$ cat src/rtl/dpump_pkg.sv
package dpump_pkg;

  // Which logical port owns the RAM in the current fast cycle.
  typedef enum logic [1:0] {
    SLOT_IDLE = 2'd0,
    SLOT_A    = 2'd1,
    SLOT_B    = 2'd2
  } slot_e;

  // Double-rate schedule: phase 0 belongs to A, phase 1 to B.
  function automatic slot_e slot_double(input logic ph, input logic ar, input logic br);
    if (!ph && ar) return SLOT_A;
    if (ph && br)  return SLOT_B;
    return SLOT_IDLE;
  endfunction

  // Wait-state schedule: a deferred B goes first, otherwise A wins.
  function automatic slot_e slot_wait(input logic owe_b, input logic ar, input logic br);
    if (owe_b) return br ? SLOT_B : SLOT_IDLE;
    if (ar)    return SLOT_A;
    if (br)    return SLOT_B;
    return SLOT_IDLE;
  endfunction

endpackage

$ cat src/rtl/dpump_spram.sv
module dpump_spram #(
  parameter int AW = 6,
  parameter int DW = 16
) (
  input  logic          clk,
  input  logic          rst_n,
  input  logic          en,
  input  logic          we,
  input  logic [AW-1:0] addr,
  input  logic [DW-1:0] wdata,
  output logic [DW-1:0] q
);
  localparam int DEPTH = 1 << AW;

  logic [DW-1:0] mem [DEPTH];

  always_ff @(posedge clk) begin
    if (en && we) mem[addr] <= wdata;
  end

  always_ff @(posedge clk) begin
    if (!rst_n)        q <= '0;
    else if (en && !we) q <= mem[addr];
  end
endmodule

$ cat src/rtl/dpump_sched.sv
module dpump_sched
  import dpump_pkg::*;
#(
  parameter bit DOUBLE_RATE = 1'b1
) (
  input  logic  clk,
  input  logic  rst_n,
  input  logic  a_req,
  input  logic  b_req,
  output slot_e slot,
  output logic  a_ready,
  output logic  b_ready,
  output logic  phase
);
  // Fast-cycle owner toggle.
  always_ff @(posedge clk) begin
    if (!rst_n) phase <= 1'b0;
    else        phase <= ~phase;
  end

  p_phase_toggle_r2: assert property (@(posedge clk) disable iff (!rst_n)
    1'b1 |=> (phase != $past(phase)));

  if (DOUBLE_RATE) begin : g_dbl
    assign slot    = slot_double(phase, a_req, b_req);
    assign a_ready = 1'b1;
    assign b_ready = 1'b1;

    p_a_in_phase0_r3: assert property (@(posedge clk) disable iff (!rst_n)
      (slot == SLOT_A) |-> !phase);
    p_b_in_phase1_r3: assert property (@(posedge clk) disable iff (!rst_n)
      (slot == SLOT_B) |-> phase);
  end else begin : g_wait
    logic owe_b;

    always_ff @(posedge clk) begin
      if (!rst_n) owe_b <= 1'b0;
      else        owe_b <= !owe_b && a_req && b_req;
    end

    assign slot    = slot_wait(owe_b, a_req, b_req);
    assign a_ready = !owe_b;
    assign b_ready = owe_b || !a_req;

    p_b_waits_r8: assert property (@(posedge clk) disable iff (!rst_n)
      (a_req && b_req && a_ready) |=> (!a_ready && b_ready));
    p_b_blocked_r8: assert property (@(posedge clk) disable iff (!rst_n)
      (a_req && b_req && a_ready) |-> (slot == SLOT_A));
  end
endmodule

$ cat src/rtl/dpump_rdhold.sv
module dpump_rdhold #(
  parameter int DW = 16
) (
  input  logic          clk,
  input  logic          rst_n,
  input  logic          rd_done,
  input  logic [DW-1:0] ram_q,
  output logic [DW-1:0] data
);
  logic pend;

  always_ff @(posedge clk) begin
    if (!rst_n) begin
      pend <= 1'b0;
      data <= '0;
    end else begin
      pend <= rd_done;
      if (pend) data <= ram_q;
    end
  end

  p_hold_stable_r4: assert property (@(posedge clk) disable iff (!rst_n)
    !pend |=> $stable(data));
endmodule

$ cat src/rtl/dpump_ram_adapter.sv
module dpump_ram_adapter
  import dpump_pkg::*;
#(
  parameter int AW          = 6,
  parameter int DW          = 16,
  parameter bit DOUBLE_RATE = 1'b1
) (
  input  logic          clk,
  input  logic          rst_n,
  input  logic          a_req,
  input  logic          a_we,
  input  logic [AW-1:0] a_addr,
  input  logic [DW-1:0] a_wdata,
  output logic          a_ready,
  output logic [DW-1:0] a_rdata,
  input  logic          b_req,
  input  logic          b_we,
  input  logic [AW-1:0] b_addr,
  input  logic [DW-1:0] b_wdata,
  output logic          b_ready,
  output logic [DW-1:0] b_rdata,
  output logic          core_phase
);
  localparam int NPORT = 2;

  slot_e         slot;
  logic          ram_en;
  logic          ram_we;
  logic [AW-1:0] ram_addr;
  logic [DW-1:0] ram_wdata;
  logic [DW-1:0] ram_q;
  logic [NPORT-1:0] rd_evt;
  logic [DW-1:0] held [NPORT];

  dpump_sched #(.DOUBLE_RATE(DOUBLE_RATE)) u_sched (
    .clk     (clk),
    .rst_n   (rst_n),
    .a_req   (a_req),
    .b_req   (b_req),
    .slot    (slot),
    .a_ready (a_ready),
    .b_ready (b_ready),
    .phase   (core_phase)
  );

  // Steer the owning port onto the single physical port.
  always_comb begin
    ram_en    = (slot != SLOT_IDLE);
    ram_we    = 1'b0;
    ram_addr  = a_addr;
    ram_wdata = a_wdata;
    if (slot == SLOT_A) begin
      ram_we = a_we;
    end else if (slot == SLOT_B) begin
      ram_we    = b_we;
      ram_addr  = b_addr;
      ram_wdata = b_wdata;
    end
  end

  assign rd_evt[0] = (slot == SLOT_A) && !a_we;
  assign rd_evt[1] = (slot == SLOT_B) && !b_we;

  p_one_reader_r1: assert property (@(posedge clk) disable iff (!rst_n)
    $onehot0(rd_evt));

  dpump_spram #(.AW(AW), .DW(DW)) u_ram (
    .clk   (clk),
    .rst_n (rst_n),
    .en    (ram_en),
    .we    (ram_we),
    .addr  (ram_addr),
    .wdata (ram_wdata),
    .q     (ram_q)
  );

  for (genvar p = 0; p < NPORT; p++) begin : g_hold
    dpump_rdhold #(.DW(DW)) u_hold (
      .clk     (clk),
      .rst_n   (rst_n),
      .rd_done (rd_evt[p]),
      .ram_q   (ram_q),
      .data    (held[p])
    );
  end

  assign a_rdata = held[0];
  assign b_rdata = held[1];
endmodule

$ cat config.mk
export PLATFORM = sky130hd
export DESIGN_NAME = dpump_ram_adapter
export DESIGN_NICKNAME = d
export VERILOG_FILES = /design/src/rtl/dpump_pkg.sv /design/src/rtl/dpump_spram.sv /design/src/rtl/dpump_sched.sv /design/src/rtl/dpump_rdhold.sv /design/src/rtl/dpump_ram_adapter.sv
export SDC_FILE = /design/constraint.sdc
export NUM_CORES = 1
export LEC_CHECK = 0
export BUFFER_PORTS_ARGS = -buffer_cell sky130_fd_sc_hd__buf_2
export CAP_MARGIN = 25
export CORE_MARGIN = 4
export CORE_UTILIZATION = 30
export DETAILED_ROUTE_END_ITERATION = 8
export GPL_TIMING_DRIVEN = 0
export PLACE_DENSITY = 0.45
export SLEW_MARGIN = 20
export SYNTH_ARGS = -nofsm -noshare
export SYNTH_HDL_FRONTEND = slang
export SYNTH_SLANG_ARGS = --single-unit
export TNS_END_PERCENT = 20
$ cat constraint.sdc
create_clock -name clk -period 3.7 [get_ports clk]
set_input_delay 0.555 -clock clk [delete_from_list [all_inputs] [get_ports clk]]
set_output_delay 0.555 -clock clk [all_outputs]
set_load 0.02 [all_outputs]
Word level (Yosys, flattened, before mapping)
Memories as Yosys holds them, arrays and structs flattened. A register that Yosys moved wholly into a read port is not among the register bits.
Cells that the tools add are included.
- register bits after elaboration: 35
- memory bits (writable): 1024
- input bits: 50
- output and inout port bits: 35
- word-level logic and storage cells: 36
- memories: 1
- equal/unequal tests: 2
- muxes and demuxes: 15
- bitwise operators: 1
- reductions and logical operators: 12
- memories (name ; depth ; bits a word ; rd ports ; clocked after memory_dff ; write ports ; RTL line ; text):
    u_ram.mem ; 64 ; 16 ; 1 ; 1 ; 1 ; dpump_spram.sv:15 ; logic [DW-1:0] mem [DEPTH];
- operators with widths (cell ; count):
    $mux W16 ; 2
    $mux W6 ; 2
    $mux W2 ; 4
    $mux W1 ; 7
    $logic_and A1 B1 Y1 ; 6
    $logic_not A1 Y1 ; 5
    $eq A2 B1 Y1 const B ; 1
    $eq A2 B2 Y1 const B ; 1
    $reduce_bool A2 Y1 ; 1
    $not A1 Y1 ; 1

Logic depth before layout (Yosys ltp)
Gate-level depths: netlist of run 1.
- word-level depth: 12
- gate-level depth with buffers: 13
- depth with buffers taken out: 8

By module
Synthesis of run 1 repeated with hierarchy kept, for this count alone.
- cell total of the unflattened synthesis: 2361
- area total of the unflattened synthesis: 41920.2 µm²
- modules (own cells, without submodules) (module ; times used ; cells each ; area each (µm²) ; sequential area each (µm²)):
    dpump_spram ; 1 ; 2216 ; 40172.3 ; 31069.8
    dpump_rdhold ; 2 ; 53 ; 641.9 ; 340.3
    dpump_ram_adapter ; 1 ; 32 ; 406.6 ; 0.0
    dpump_sched ; 1 ; 7 ; 57.6 ; 20.0

Worst setup path before layout of run 1
OpenSTA, ideal clock, no wires.
- path kind: input to register
- start point: in b_req
- end point: mem u_ram.mem[54][0] (enable)
- library setup time: 0.388 ns
- arrival time: 2.677 ns
- data required time: 3.312 ns
- slack: 0.635 ns
- stages: 9
- buffers on the path: 4
- cell sequence: buf_4 > a21bo_2 > and2_1 > buf_4 > nor2_2 > buf_2 > buf_2 > nand2_1 > nor2_1
- word-level cells in the longest chain between the ends: 11
- elaborated cells on any way between the ends: 16
- those cells by class: eq/ne (2); mux (11); reduce/logical (3)
- RTL lines (element ; RTL line ; text):
    start, declared ; dpump_ram_adapter.sv:16 ; input logic b_req,
    $logic_and A1 B1 Y1 (*) ; dpump_pkg.sv:13 ; if (ph && br) return SLOT_B;
    $mux W1 (2 in a row) ; dpump_pkg.sv:13 ;
    $mux W2 (*) ; dpump_pkg.sv:14 ; return SLOT_IDLE;
    $mux W2 (*) ; dpump_pkg.sv:13 ;
    $eq A2 B2 Y1 ; dpump_ram_adapter.sv:54 ; end else if (slot == SLOT_B) begin
    $mux W1 ; dpump_ram_adapter.sv:54 ;
    $mux W1 ; dpump_ram_adapter.sv:52 ; if (slot == SLOT_A) begin
    $logic_and A1 B1 Y1 ; dpump_spram.sv:18 ; if (en && we) mem[addr] <= wdata;
    $mux W1 ; dpump_spram.sv:18 ;
    $mux W1 (not written as such) ; dpump_spram.sv:18 ;
    end, declared ; dpump_spram.sv:15 ;
Mark *: on every way between the ends. The rest lies on a longest branch, timed or not. The select of a mux whose other input is x is not followed.

Worst setup path after layout of run 1
- start point: reg u_sched.phase
- end point: mem u_ram.mem[10][6] (enable)
- word-level cells in the longest chain between the ends: 11
- elaborated cells on any way between the ends: 19
- those cells by class: eq/ne (2); mux (12); reduce/logical (5)
- RTL lines (element ; RTL line ; text):
    start, declared ; dpump_sched.sv:13 ; output logic phase
    start signal, assigned ; dpump_sched.sv:18 ; else phase <= ~phase;
    $logic_and A1 B1 Y1 ; dpump_pkg.sv:13 ;
    $mux W1 (2 in a row) ; dpump_pkg.sv:13 ;
    $mux W2 ; dpump_pkg.sv:14 ;
    $mux W2 (*) ; dpump_pkg.sv:13 ;
    $eq A2 B2 Y1 ; dpump_ram_adapter.sv:54 ;
    $mux W1 ; dpump_ram_adapter.sv:54 ;
    $mux W1 ; dpump_ram_adapter.sv:52 ;
    $logic_and A1 B1 Y1 ; dpump_spram.sv:18 ;
    $mux W1 ; dpump_spram.sv:18 ;
    $mux W1 (not written as such) ; dpump_spram.sv:18 ;
Marked as above.

==> results of run 1 <==
## per-stage QoR
stage / instance area, um^2 / hold slack, ns / worst slack, ns / total power [mW]
after floorplan: 41100 / 0.503 / 0.635 / 14.8
after global placement: 43700 / 0.490 / -2.87 / 16.1
after detailed placement: 46100 / 0.508 / -1.29 / 16.3
after CTS: 50400 / 0.116 / -0.240 / 27.6
after global routing: 50700 / 0.167 / -0.122 / 28.2
final: 50700 / 0.174 / -0.0562 / 27.6
## cell usage after synthesis (all sizes together) (7+ instances only)
| cell | number | area share, % |
|---|---|---|
| mux2i | 150 | 3.7 |
| a2111oi | 7 | 0.17 |
| a222oi | 28 | 0.68 |
| nor4 | 14 | 0.21 |
| nor2b | 36 | 0.55 |
| o21ai | 70 | 0.85 |
| edfxtp | 1024 | 75 |
| nand2 | 383 | 3.5 |
| a21oi | 202 | 2.5 |
| buf | 109 | 1.5 |
| a221oi | 70 | 1.5 |
| dfxtp | 51 | 2.5 |
| nand3 | 12 | 0.16 |
| clkbuf | 58 | 0.53 |
| nor2 | 95 | 0.87 |
| nor3 | 16 | 0.19 |
| a211oi | 33 | 0.60 |
| a22oi | 82 | 1.5 |
| o22ai | 62 | 0.97 |
| a31oi | 43 | 0.65 |
| a22o | 33 | 0.70 |
## layer usage
metal / vias to the layer above / GRT usage (%) / share of wire (%)
li1: 11100 / - / -
met1: 14700 / 35.8 / 40
met2: 1880 / 40.9 / 44
met3: 352 / 6.60 / 10
met4: 4 / 13.6 / 6.3
met5: - / 0.172 / 0.025
## cell type report
| class | count | area, um^2 | area share [%] |
|---|---|---|---|
| antenna | 4 | 10.0 | 0.0197 |
| clock inverter | 75 | 707 | 1.39 |
| clock buffer | 138 | 2960 | 5.84 |
| buffer | 165 | 941 | 1.85 |
| inverter | 2 | 7.51 | 0.0148 |
| timing repair buffer | 196 | 2670 | 5.27 |
| multi-input combinational | 1409 | 9440 | 18.6 |
| tap | 1781 | 2230 | 4.39 |
| sequential | 1075 | 31800 | 62.6 |
## worst max-delay path: stages, from the launching register on
cell	delay, ns
dfxtp_1	0.44
buf_6	0.18
nand4b_1	0.36
o32ai_1	0.32
buf_4	0.42
buf_2	0.45
nand2_2	0.40
nor2_4	0.61
buf_16	0.23
## state kept, by name (all words and copies together), names as in the netlist
name and flops:
g_hold.u_hold.data 32, u_ram.q 16, u_sched.phase 1, u_ram.mem 1024
g_hold.u_hold.pend 2
## kinds of logic (layout without fill, tap and decap cells)
family,count (synthesis),count (layout)
compound gates,669,669
simple gates,583,583
other cells,1,6
flops,1075,1075
buf+inv,169,576
mux,155,155
## timing repair
action	4_1_cts	5_1_grt
pin swaps	23	14
resized for setup	67	51
endpoints found under the setup margin	1036	334
buffers inserted	27	10
hold buffers	1	0
hold endpoints to repair	1	0
## final timing paths
check / startpoint / to / cells after the start
max: u_sched.phase / u_ram.mem[10][6] / 8
min: a_req / g_hold[0].u_hold.pend / 3
max reg2reg: u_sched.phase / u_ram.mem[10][6] / 8
min reg2reg: g_hold[0].u_hold.data[7] / g_hold[0].u_hold.data[7] / 2
## power groups by stage
| stage | clock, mW | combinational, mW | sequential (mW) |
|---|---|---|---|
| 2_1_floorplan | 0 | 0.981 | 13.8 |
| 3_3_place_gp | 0 | 2.29 | 13.9 |
| 3_5_place_dp | 0 | 2.48 | 13.8 |
| 4_1_cts | 11.6 | 2.52 | 13.5 |
| 5_1_grt | 12.1 | 2.63 | 13.5 |
| 6_report | 11.5 | 2.61 | 13.5 |
==> results_dict.tcl, run 1 <==
set metrics [dict create \
    nNetsFinal 3014 \
    path_clk_slew_ns 0.06 \
    rows 135 \
    netlist_area_um2 41100 \
    via_per_inst 5.79 \
    insertion_delay_ns 0.75 \
    synth_top_family_by_area "compound AO/OA/AOI/OAI gates" \
    synth_compound_area_share_pct 10.9 \
    pwr-share-clk_pct 41.5 \
    ys_seq_elements 1075 \
    vdd_drop_max_mv 0.383 \
    drv_cap 0 \
    final_cell_mix "edfxtp_1 (1024), nand2_1 (354), a21oi_1 (196)" \
    final.setup.tns_ns -0.437 \
    synth_edf_count 1024 \
    netSwitchingFraction_pct 25.6 \
    area_delta_synth_final_pct 23.4 \
    rrSetupSlack_ns -0.06 \
    required_ns 4.14 \
    p_int_mw 20.5 \
    post_synth_num_cell_types 63 \
    status "complete, but fails checks" \
    pwr-share-comb_pct 9.5 \
    synthesis.instances 2652 \
    ant_nets 0 \
    h-tree-depth 3 \
    antenna_found_initial 9 \
    cts_tree "built" \
    core_area_um2 136000 \
    synth-simple-area-share_pct 5.97 \
    worst_pin_slew_ns 1.16 \
    yosysWarnings 0 \
    drt_pre_antenna_iters 9 \
    clock.fmax_mhz 266 \
    relSlewSlack_pct 22.6 \
    setup_viol 14 \
    hold_class "in -> reg" \
    worst_slack_ns -0.0562 \
    rsz0062_at_grt "true" \
    cts-buffers-inserted 115 \
    portBuffers 80 \
    layout_commonest_cell "edfxtp_1" \
    gp_congestion 0.978 \
    failed_checks "setup timing" \
    start_util_pct 30.3 \
    synthMuxAreaShare_pct 3.79 \
    synth_xor_area_share_pct 0 \
    seqPwrFrac_pct 49.0 \
    skew_ns 0.0325 \
    ioPinCount 85 \
    chipWidth_um 378 \
    switchingPower_mw 7.06 \
    place_inst 4588 \
    crit_type "reg -> reg" \
    cts.sinks 1075 \
    wire_per_inst_um 40.5 \
    synth-main-ff-cell "edfxtp_1" \
    ys_seq_area_share_pct 77.3 \
    cts_root_buf "clkbuf_16" \
    drcViolationCount 0 \
    fin_crit_ns 3.76 \
    stdcell_count 4845 \
    grt_pass1_vias 26500 \
    drtIter0Drc 4360 \
    grt_max_degree 59 \
    cp-end-kind "register" \
    cts_buffer_depth 3 \
    syn_avg_cell_area_um2 15.5 \
    gr-total-overflow 0 \
    utilization_pct 37.4 \
    fin_crit_sh_pct 102 \
    worst_ep_arrival_time_ns 4.19 \
    die_y_um 378 \
    postRouteWirelength_um 196000 \
    synth_fa_ha_area_share_pct 0 \
    power.density_nw_per_um2 544 \
    drv_slew 0 \
    p_leak_nw 16.4 \
    drive_above_1_share_pct 20.8 \
    dp_hpwl_um 138000 \
    grt_pass1_wl_um 254000 \
    synth-async-reset-ratio_pct 0 \
    final_hold_viol_count 0 \
    fillers 12700 \
    cp_max_fo 10 \
    vias 28100 \
    start_kind "register" \
    dieArea_um2 143000 \
    grtUsageTotal_pct 26.9 \
]
Power figures use the tool's default switching activity.
==> run 2, diff against run 1 <==
--- a/config.mk
+++ b/config.mk
@@ -11,7 +11,7 @@
 export CORE_UTILIZATION = 30
 export DETAILED_ROUTE_END_ITERATION = 8
 export GPL_TIMING_DRIVEN = 0
-export PLACE_DENSITY = 0.45
+export PLACE_DENSITY = 0.47
 export SLEW_MARGIN = 20
 export SYNTH_ARGS = -nofsm -noshare
 export SYNTH_HDL_FRONTEND = slang
==> constraint.sdc (replaced) <==
create_clock -name clk -period 3.26 [get_ports clk]
set_input_delay 0.489 -clock clk [delete_from_list [all_inputs] [get_ports clk]]
set_output_delay 0.489 -clock clk [all_outputs]
set_load 0.02 [all_outputs]
==> results_dict.tcl, run 2 (synthesis gave the netlist of run 1 again) <==
set metrics [dict create \
    status "complete, but fails checks" \
    failed_checks "setup timing" \
    post-place-ws_ns -1.43 \
    rsz0062_at_grt "true" \
    place_inst 4598 \
    worst_slack_ns -0.119 \
    r2r_end "u_ram.mem[50][13]" \
    reg_top3 "u_ram.mem: 1024 flops, g_hold.u_hold.data: 32 flops, u_ram.q: 16 flops" \
    layout_commonest_cell "edfxtp_1" \
    skew_ns 0.0320 \
    cts.sinks 1075 \
    grt_max_degree 63 \
    crit_chain "buf_6, nand4b_1, o32ai_1, buf_4, buf_4, nand2_2, nor2_4, buf_16" \
    area_delta_synth_final_pct 25.9 \
    power.density_nw_per_um2 603 \
    drv_cap 0 \
    drt_pre_antenna_iters 7 \
    drcViolationCount 0 \
    slowest_delay_ns 0.52 \
    ff2ff_path_depth 8 \
    vias 28600 \
    via_per_inst 5.84 \
    utilization_pct 38.1 \
    final_cell_mix "edfxtp_1 (1024), nand2_1 (354), a21oi_1 (191)" \
    cp_max_fo 10 \
    worst_pin_slew_ns 1.16 \
    fillers 12500 \
    p_total_mw 31.2 \
    whs_path_depth 3 \
    crit_top_cell "buf_4" \
    grtUsageTotal_pct 25.4 \
    largest_register_ffs 1024 \
    nNetsFinal 3059 \
    fin_crit_ns 3.38 \
    chipWidth_um 378 \
    drtIter0Drc 4727 \
    p_leak_nw 16.9 \
    h-tree-depth 3 \
    relSlewSlack_pct 22.2 \
    cts-buffers-inserted 114 \
    timing.critical_path.buf_inv 4 \
    cts_tree "built" \
    holdWs_ns 0.132 \
    rows 135 \
    dieArea_um2 143000 \
    clock.fmax_mhz 296 \
    required_ns 3.66 \
    fin_crit_sh_pct 104 \
    cp_slowest_cell "nor2_4" \
    rrSetupSlack_ns -0.12 \
    gp_congestion 0.961 \
    top_register "u_ram.mem" \
    final_hold_viol_count 0 \
    final.setup.tns_ns -2.63 \
    grt_pass1_vias 26100 \
    critPathTopFamily "simple AND/OR/NAND/NOR gates" \
    stdcell_count 4891 \
    postRouteWirelength_um 186000 \
    hold_class "in -> reg" \
    antenna_found_initial 13 \
    cp-endpoint "u_ram.mem[50][13]" \
    vdd_drop_max_mv 0.418 \
    gr-total-overflow 0 \
    start_util_pct 30.3 \
    portBuffers 80 \
    setup_viol 64 \
    final_area_um2 51800 \
    crit_type "reg -> reg" \
    ant_nets 0 \
    placed_area_um2 46300 \
    core_area_um2 136000 \
    startpoint "u_sched.phase" \
    drv_slew 0 \
    drive_above_1_share_pct 23.0 \
    wire_per_inst_um 38.1 \
    cts_buffer_depth 3 \
    die_y_um 378 \
    cts_root_buf "clkbuf_16" \
    insertion_delay_ns 0.71 \
    start_kind "register" \
    path_clk_slew_ns 0.06 \
    grt_pass1_wl_um 243000 \
    ioPinCount 85 \
    dp_hpwl_um 126000 \
    worst_ep_arrival_time_ns 3.78 \
    cp_num_cells 8 \
    r2r_start "u_sched.phase" \
    cp-end-kind "register" \
]
==> run 2: cell types whose count changed in the layout (fill, tap and decap cells not counted), moves of 6 or more <==
cell      change
buf_4        +38
buf_6        +20
buf_2        -17
buf_16       +13
a221oi_1     -11
a221oi_2      +6
clkinv_2      -6
==> run 2: timing repair <==
action                                  CTS  global route
hold buffers                              1             0
pin swaps                                55            10
setup buffers                            72             2
resized for setup                       150            93
setup endpoints to repair              1040           375
endpoints found under the hold margin     1             0
==> run 2: worst register-to-register path, cell delays in order (launching register included) <==
cell	delay, ns
dfxtp_1	0.43
buf_6	0.18
nand4b_1	0.33
o32ai_1	0.28
buf_4	0.39
buf_4	0.35
nand2_2	0.37
nor2_4	0.52
buf_16	0.22
==> run 2: final cells by class <==
class,instances,area (um^2),area share [%]
clock buffers,143,3020,5.84
plain buffers,166,1110,2.14
diodes,7,17.5,0.0338
well taps,1781,2230,4.31
clock inverters,67,592,1.14
multi-input cells,1409,9720,18.8
repair buffers,241,3300,6.37
inverters,2,7.51,0.0145
flip-flops and latches,1075,31800,61.4
==> run 2: worst min-delay path by stage <==
stage,to,startpoint
CTS,g_hold[0].u_hold.pend,a_req
floorplan,g_hold[0].u_hold.data[0],u_ram.q[0]
global route,g_hold[0].u_hold.pend,a_req
detailed placement,g_hold[0].u_hold.data[9],g_hold[0].u_hold.data[9]
global placement,g_hold[1].u_hold.data[5],g_hold[1].u_hold.data[5]
finish,g_hold[0].u_hold.pend,a_req
==> run 2: layer usage <==
metal / GRT usage (%) / part of all wire, % / vias to the layer above
li1: - / - / 11200
met1: 33.2 / 38 / 14700
met2: 37.7 / 43 / 2212
met3: 7.65 / 12 / 481
met4: 14.2 / 7.0 / 4
met5: 0 / 0.016 / -
==> run 2: power by group <==
part | internal (mW) | total, mW | switching, mW
Clock | 7.32 | 12.8 | 5.51
Sequential | 15.3 | 15.4 | 0.0534
Combinational | 0.731 | 3.01 | 2.28
